`config.mk`:
```
export PLATFORM = sky130hd
export DESIGN_NAME = spi_arm_master
export DESIGN_NICKNAME = d
export VERILOG_FILES = /design/src/rtl/spi_arm_pkg.sv /design/src/rtl/spi_arm_baud.sv /design/src/rtl/spi_arm_shifter.sv /design/src/rtl/spi_arm_regs.sv /design/src/rtl/spi_arm_master.sv
export SDC_FILE = /design/constraint.sdc
export NUM_CORES = 1
export LEC_CHECK = 0
export ABC_CLOCK_PERIOD_IN_PS = 7690
export BUFFER_PORTS_ARGS = -buffer_cell sky130_fd_sc_hd__buf_2
export CAP_MARGIN = 20
export CORE_ASPECT_RATIO = 0.9
export CORE_MARGIN = 1
export CORE_UTILIZATION = 27
export DETAILED_ROUTE_END_ITERATION = 10
export SLEW_MARGIN = 20
export SYNTH_ARGS = -nofsm -noshare
export SYNTH_HDL_FRONTEND = slang
export SYNTH_HIERARCHICAL = 1
export SYNTH_SLANG_ARGS = --single-unit
```
`constraint.sdc`:
```
create_clock -name clk -period 7.69 [get_ports clk]
set_input_delay 0.769 -clock clk [delete_from_list [all_inputs] [get_ports clk]]
set_output_delay 0.769 -clock clk [all_outputs]
set_load 0.01 [all_outputs]
```
`src/rtl/spi_arm_pkg.sv`:
```
package spi_arm_pkg;
  localparam int ADDR_W = 2;
  localparam logic [ADDR_W-1:0] A_CTRL = 2'd0;
  localparam logic [ADDR_W-1:0] A_BAUD = 2'd1;
  localparam logic [ADDR_W-1:0] A_STAT = 2'd2;
  localparam logic [ADDR_W-1:0] A_DATA = 2'd3;

  // control register, LSB first: enable, master, polarity, phase
  typedef struct packed {
    logic cpha;
    logic cpol;
    logic master;
    logic enable;
  } ctrl_t;

  localparam int CTRL_W = $bits(ctrl_t);
endpackage

```
`src/rtl/spi_arm_baud.sv`:
```
module spi_arm_baud #(
  parameter int PRE_W  = 3,
  parameter int RATE_W = 3
) (
  input  logic              clk,
  input  logic              rst,
  input  logic              run,
  input  logic [PRE_W-1:0]  pre,
  input  logic [RATE_W-1:0] rate,
  output logic              tick
);
  localparam int CNT_W = PRE_W + (1 << RATE_W);

  logic [CNT_W-1:0] cnt;
  logic [CNT_W-1:0] half;
  logic [CNT_W-1:0] half_m1;

  always_comb begin
    half    = (CNT_W'(pre) + CNT_W'(1)) << rate;
    half_m1 = half - CNT_W'(1);
  end

  assign tick = run && (cnt == half_m1);

  always_ff @(posedge clk) begin
    if (rst || !run || tick) cnt <= '0;
    else                     cnt <= cnt + CNT_W'(1);
  end
endmodule

```
`src/rtl/spi_arm_shifter.sv`:
```
module spi_arm_shifter #(
  parameter int DATA_W = 8
) (
  input  logic              clk,
  input  logic              rst,
  input  logic              active,
  input  logic              cpol,
  input  logic              cpha,
  input  logic              start,
  input  logic [DATA_W-1:0] load_byte,
  input  logic              tick,
  input  logic              miso,
  output logic              busy,
  output logic              sck,
  output logic              mosi,
  output logic              done,
  output logic [DATA_W-1:0] rx_byte
);
  localparam int EDGES  = 2 * DATA_W;
  localparam int EDGE_W = $clog2(EDGES);

  logic [EDGE_W-1:0] edge_cnt;
  logic [DATA_W-1:0] tx_sh;
  logic [DATA_W-1:0] rx_sh;
  logic              sck_q;
  logic              sample_now;
  logic              shift_now;
  logic              last_edge;

  // phase 0 samples on even (leading) edges, phase 1 on odd (trailing) edges
  assign sample_now = (edge_cnt[0] == cpha);
  assign shift_now  = !sample_now && !(cpha && edge_cnt == '0);
  assign last_edge  = (edge_cnt == EDGE_W'(EDGES - 1));

  assign done    = busy && tick && last_edge;
  assign rx_byte = sample_now ? {rx_sh[DATA_W-2:0], miso} : rx_sh;
  assign sck     = sck_q;
  assign mosi    = tx_sh[DATA_W-1];

  always_ff @(posedge clk) begin
    if (rst) begin
      busy     <= 1'b0;
      sck_q    <= 1'b0;
      edge_cnt <= '0;
      tx_sh    <= '0;
      rx_sh    <= '0;
    end else if (!active || !busy) begin
      busy     <= active && start;
      sck_q    <= cpol;
      edge_cnt <= '0;
      if (active && start) tx_sh <= load_byte;
    end else if (tick) begin
      sck_q    <= ~sck_q;
      edge_cnt <= edge_cnt + EDGE_W'(1);
      if (sample_now) rx_sh <= {rx_sh[DATA_W-2:0], miso};
      if (shift_now)  tx_sh <= {tx_sh[DATA_W-2:0], 1'b0};
      if (last_edge)  busy  <= 1'b0;
    end
  end
endmodule

```
`src/rtl/spi_arm_regs.sv`:
```
module spi_arm_regs
  import spi_arm_pkg::*;
#(
  parameter int DATA_W = 8,
  parameter int PRE_W  = 3,
  parameter int RATE_W = 3
) (
  input  logic              clk,
  input  logic              rst,
  input  logic [ADDR_W-1:0] bus_addr,
  input  logic              bus_wr,
  input  logic              bus_rd,
  input  logic [DATA_W-1:0] bus_wdata,
  output logic [DATA_W-1:0] bus_rdata,
  input  logic              shift_busy,
  input  logic              shift_done,
  input  logic [DATA_W-1:0] shift_rx,
  output ctrl_t             ctrl,
  output logic              active,
  output logic [PRE_W-1:0]  pre,
  output logic [RATE_W-1:0] rate,
  output logic              start,
  output logic [DATA_W-1:0] tx_byte,
  output logic              tx_arm,
  output logic              buf_full,
  output logic              rx_full
);
  localparam int STAT_TXE = DATA_W - 1;
  localparam int STAT_RXF = DATA_W - 2;
  localparam int PRE_LSB  = DATA_W / 2;

  logic [DATA_W-1:0] rx_data;
  logic [DATA_W-1:0] rd_mux;
  logic              rx_arm;

  assign active = ctrl.enable && ctrl.master;
  assign start  = active && buf_full && !shift_busy;

  always_comb begin
    rd_mux = '0;
    case (bus_addr)
      A_CTRL: rd_mux[CTRL_W-1:0] = ctrl;
      A_BAUD: begin
        rd_mux[PRE_LSB +: PRE_W] = pre;
        rd_mux[RATE_W-1:0]       = rate;
      end
      A_STAT: begin
        rd_mux[STAT_TXE] = !buf_full;
        rd_mux[STAT_RXF] = rx_full;
      end
      default: rd_mux = rx_data;
    endcase
  end

  always_ff @(posedge clk) begin
    if (rst) begin
      ctrl      <= '0;
      pre       <= '0;
      rate      <= '0;
      tx_byte   <= '0;
      buf_full  <= 1'b0;
      tx_arm    <= 1'b0;
      rx_arm    <= 1'b0;
      rx_full   <= 1'b0;
      rx_data   <= '0;
      bus_rdata <= '0;
    end else begin
      if (start) buf_full <= 1'b0;

      if (bus_wr) begin
        case (bus_addr)
          A_CTRL: ctrl <= ctrl_t'(bus_wdata[CTRL_W-1:0]);
          A_BAUD: begin
            pre  <= bus_wdata[PRE_LSB +: PRE_W];
            rate <= bus_wdata[RATE_W-1:0];
          end
          A_DATA: begin
            tx_arm <= 1'b0;
            if (tx_arm && active && !buf_full) begin
              tx_byte  <= bus_wdata;
              buf_full <= 1'b1;
            end
          end
          default: ;
        endcase
      end

      if (bus_rd) begin
        bus_rdata <= rd_mux;
        if (bus_addr == A_STAT) begin
          tx_arm <= active && !buf_full;
          rx_arm <= rx_full;
        end
        if (bus_addr == A_DATA) begin
          rx_arm <= 1'b0;
          if (rx_arm) rx_full <= 1'b0;
        end
      end

      if (shift_done) begin
        rx_data <= shift_rx;
        rx_full <= 1'b1;
      end

      if (!active) begin
        tx_arm   <= 1'b0;
        buf_full <= 1'b0;
      end
    end
  end
endmodule

```
`src/rtl/spi_arm_master.sv`:
```
module spi_arm_master
  import spi_arm_pkg::*;
#(
  parameter int DATA_W = 8,
  parameter int PRE_W  = 3,
  parameter int RATE_W = 3
) (
  input  logic              clk,
  input  logic              rst,
  input  logic [ADDR_W-1:0] bus_addr,
  input  logic              bus_wr,
  input  logic              bus_rd,
  input  logic [DATA_W-1:0] bus_wdata,
  output logic [DATA_W-1:0] bus_rdata,
  output logic              spi_sck,
  output logic              spi_mosi,
  input  logic              spi_miso
);
  ctrl_t             ctrl;
  logic              active;
  logic [PRE_W-1:0]  pre;
  logic [RATE_W-1:0] rate;
  logic              start;
  logic [DATA_W-1:0] tx_byte;
  logic              tx_arm;
  logic              buf_full;
  logic              rx_full;
  logic              shift_busy;
  logic              shift_done;
  logic [DATA_W-1:0] shift_rx;
  logic              tick;
  logic              cfg_cpol;

  assign cfg_cpol = ctrl.cpol;

  spi_arm_regs #(.DATA_W(DATA_W), .PRE_W(PRE_W), .RATE_W(RATE_W)) u_regs (
    .clk(clk), .rst(rst),
    .bus_addr(bus_addr), .bus_wr(bus_wr), .bus_rd(bus_rd),
    .bus_wdata(bus_wdata), .bus_rdata(bus_rdata),
    .shift_busy(shift_busy), .shift_done(shift_done), .shift_rx(shift_rx),
    .ctrl(ctrl), .active(active), .pre(pre), .rate(rate),
    .start(start), .tx_byte(tx_byte),
    .tx_arm(tx_arm), .buf_full(buf_full), .rx_full(rx_full)
  );

  spi_arm_baud #(.PRE_W(PRE_W), .RATE_W(RATE_W)) u_baud (
    .clk(clk), .rst(rst), .run(shift_busy && active),
    .pre(pre), .rate(rate), .tick(tick)
  );

  spi_arm_shifter #(.DATA_W(DATA_W)) u_shift (
    .clk(clk), .rst(rst), .active(active),
    .cpol(ctrl.cpol), .cpha(ctrl.cpha),
    .start(start), .load_byte(tx_byte), .tick(tick), .miso(spi_miso),
    .busy(shift_busy), .sck(spi_sck), .mosi(spi_mosi),
    .done(shift_done), .rx_byte(shift_rx)
  );
endmodule

```
==> impl_metrics.toml <==
[pwr]
total_leakage_power_nw = 1.69
powerDensity_nw_per_um2 = 180
vdd_drop_max_mv = 0.121

[floorplanning]
dieArea_um2 = 15900
pin_count = 25
die_h_um = 120
die_w_um = 133
placementRows = 42
floorplan.initialDensity_pct = 28.0
core_um2 = 14900

[cts]
cts_resized = 0
clockBufferDepth = 2
clock_sinks = 71
clk_pin_slew_ns = 0.06
clkLatencyLatePin_ns = 0.32
cts_tree = "done"
htreeDepth = 3
cts_made_buffers = 9
root_buffer = "clkbuf_16"
ctsHoldBuffers = 0
post_cts_buffers = 0

[global_route]
first_global_vias = 3225
gr-total-overflow = 0
grt_pass1_wl_um = 16100
grt_max_degree = 72
gr-usage-all-layers_pct = 12.6
antenna_found_initial = 0

[sta]
hold_viol_final = 0
fin_skew_ns = 0.00633
fin_crit_sh_pct = 56.8
setup_violations = 0
rsz0062_at_grt = "no"
relSlewSlack_pct = 34.4
finalSetupTns_ns = 0
layout_setup_ws_ns = 3.33
max_freq_mhz = 229
worst_slew_pin_slew_ns = 0.980
period_needed_ns = 4.36
slew_viol_final = 0

[setup_path]
crit_type = "reg -> reg"
cp.required_ns = 7.88
critPathCaptureType = "flip-flop"
crit_arrival_ns = 4.55
cp_max_fo = 19
worst_setup_path_start_kind = "flip-flop"

[layout]
antennaDiodeCount = 0
final_util_pct = 31.3
fin_cells = 693
nNetsFinal = 510
syn_to_final_growth_pct = 11.9
design_area_um2 = 4660
drive_above_1_share_pct = 13.1

[placement]
routabilityCongestion = 0.812
place_inst = 677
post-place-ws_ns = 3.35
dp_hpwl_um = 6780
placed_cell_area_um2 = 4360
place.port_buffers = 24

[synthesis]
async_flop_share_pct = 0
synth_top_area_share_pct = 34.2
ys_top_cells_by_area = "dfxtp_1 34%, mux2i_1 8.7%, nand2_1 5.2%"
ys_ff_latch = 71
synth_seq_area_share_pct = 34.2
synth.avg_cell_area_um2 = 8.58
ys.flop_type = "dfxtp_1"
syn_nets = 505
synth_edf_count = 0
synth_top_cell_by_area = "dfxtp_1"
syn-cell-area_um2 = 4160
synth.distinct_cells = 63
netlist_instances = 485
yosys_warnings = 6

[drt]
num_vias = 3367
viasPerCell = 4.86
post-route-drc-count = 0
wl_um = 9470
drt-initial-drc-count = 152
drt-pass1-iter-count = 5
wl_per_cell_um = 13.7
antenna_left = 0

[flow_run]
maxCapViolations = 0

[run_status]
status = "finished clean"

[min_path]
hp-class = "reg -> reg"
## registers in the layout, indices dropped and copies added, names as in the netlist, 4 cells and up
register,count
u_baud/cnt,11
u_regs/bus_rdata,8
u_regs/ctrl,4
u_regs/rx_data,8
u_regs/tx_byte,8
u_shift/edge_cnt,4
u_shift/rx_sh,8
u_shift/tx_sh,8
## final timing paths
| kind | cells after the start | from | slack [ns] | end |
|---|---|---|---|---|
| setup / recovery | 17 | u_regs/pre[0] | 3.33 | u_regs/rx_data[2] |
| hold / removal | 2 | u_shift/tx_sh[4] | 0.46 | u_shift/tx_sh[4] |
| setup reg to reg | 17 | u_regs/pre[0] | 3.33 | u_regs/rx_data[2] |
| hold reg to reg | 2 | u_shift/tx_sh[4] | 0.46 | u_shift/tx_sh[4] |
## cells in the mapped netlist, types with 2 or more instances
cell type and instances:
or3_1 2, ha_1 5, and2_1 3, mux2i_1 36
buf_6 4, o311a_1 2, and3b_1 2, inv_1 15
a31oi_1 9, nor2b_1 5, nor3_1 20, o32ai_4 2
a311oi_1 5, o211ai_1 4, a21oi_1 22, and4b_1 7
buf_2 12, nand4_1 8, xor2_1 15, and3_1 3
nor3b_1 2, nand2_1 58, o21a_1 3, nor2_1 41
xnor2_1 14, nand2b_1 28, o32ai_1 3, o21ai_0 12
nand3_1 23, mux2_2 6, dfxtp_1 71, clkbuf_1 12
## worst max-delay path, stage by stage (launching register included)
cell and delay (ns):
dfxtp_1 0.57, ha_1 0.37, nand2b_1 0.22, nand2_1 0.09, nand3_1 0.09, ha_1 0.27
inv_1 0.10, a21oi_1 0.15, o311a_1 0.16, o311ai_0 0.14, xnor2_1 0.18, nand4_1 0.15
a2111oi_4 0.20, buf_4 0.29, nand4_1 0.17, nor2_1 0.73, mux2i_1 0.29, nor2_1 0.05
## cells by family after synthesis
kind of cell | Yosys count | synth area share [%]
buf+inv | 47 | 5.71
simple gates | 214 | 27.8
compound gates | 75 | 13.6
xor+xnor | 31 | 6.89
flops | 71 | 34.2
mux | 42 | 10.3
fa+ha+maj | 5 | 1.50
## layout make-up
type,instances,area (µm²)
repair buffers,26,135
inverters,15,56.3
clock inverters,4,28.8
flip-flops and latches,71,1420
fillers,1555,10200
well taps,198,248
clock buffers,12,267
multi-input cells,367,2500
## per-layer routing
metal,wire (µm),vias to the layer above,global-route usage (%)
met5,0,-,0
met4,71,0,4.31
met3,278,6,2.11
met2,4370,53,20.3
met1,4750,1591,16.9
li1,-,1717,-
## metrics by stage
stage / hold WS [ns] / power [W]
2_1_floorplan: 0.431 / 0.000434
3_3_place_gp: 0.438 / 0.000449
3_5_place_dp: 0.443 / 0.000449
4_1_cts: 0.454 / 0.000849
5_1_grt: 0.492 / 0.000877
6_report: 0.455 / 0.000841
## layout by cell type, fill, tap and decap left out, drive strengths merged, types with 5 or more instances in the layout
master | netlist | routed
clkbuf | 13 | 12
mux2i | 36 | 36
a21oi | 22 | 22
nor2 | 42 | 42
dfxtp | 71 | 71
o32ai | 5 | 5
xor2 | 16 | 16
nand2b | 28 | 28
xnor2 | 15 | 15
ha | 5 | 5
buf | 19 | 26
nand2 | 58 | 58
nor2b | 5 | 5
inv | 15 | 15
a31oi | 9 | 9
mux2 | 6 | 6
and4b | 7 | 7
nand4 | 9 | 9
nor3 | 21 | 21
o21ai | 13 | 13
nand3 | 24 | 24
a311oi | 5 | 5
## report_power, final
group          total (W)  internal [W]  switching (W)
Sequential      0.000377      0.000371     0.00000591
Combinational  0.0000641     0.0000255      0.0000386
Clock           0.000399      0.000245       0.000155
Total           0.000841      0.000642       0.000199
(Power assumes the default switching activity.)
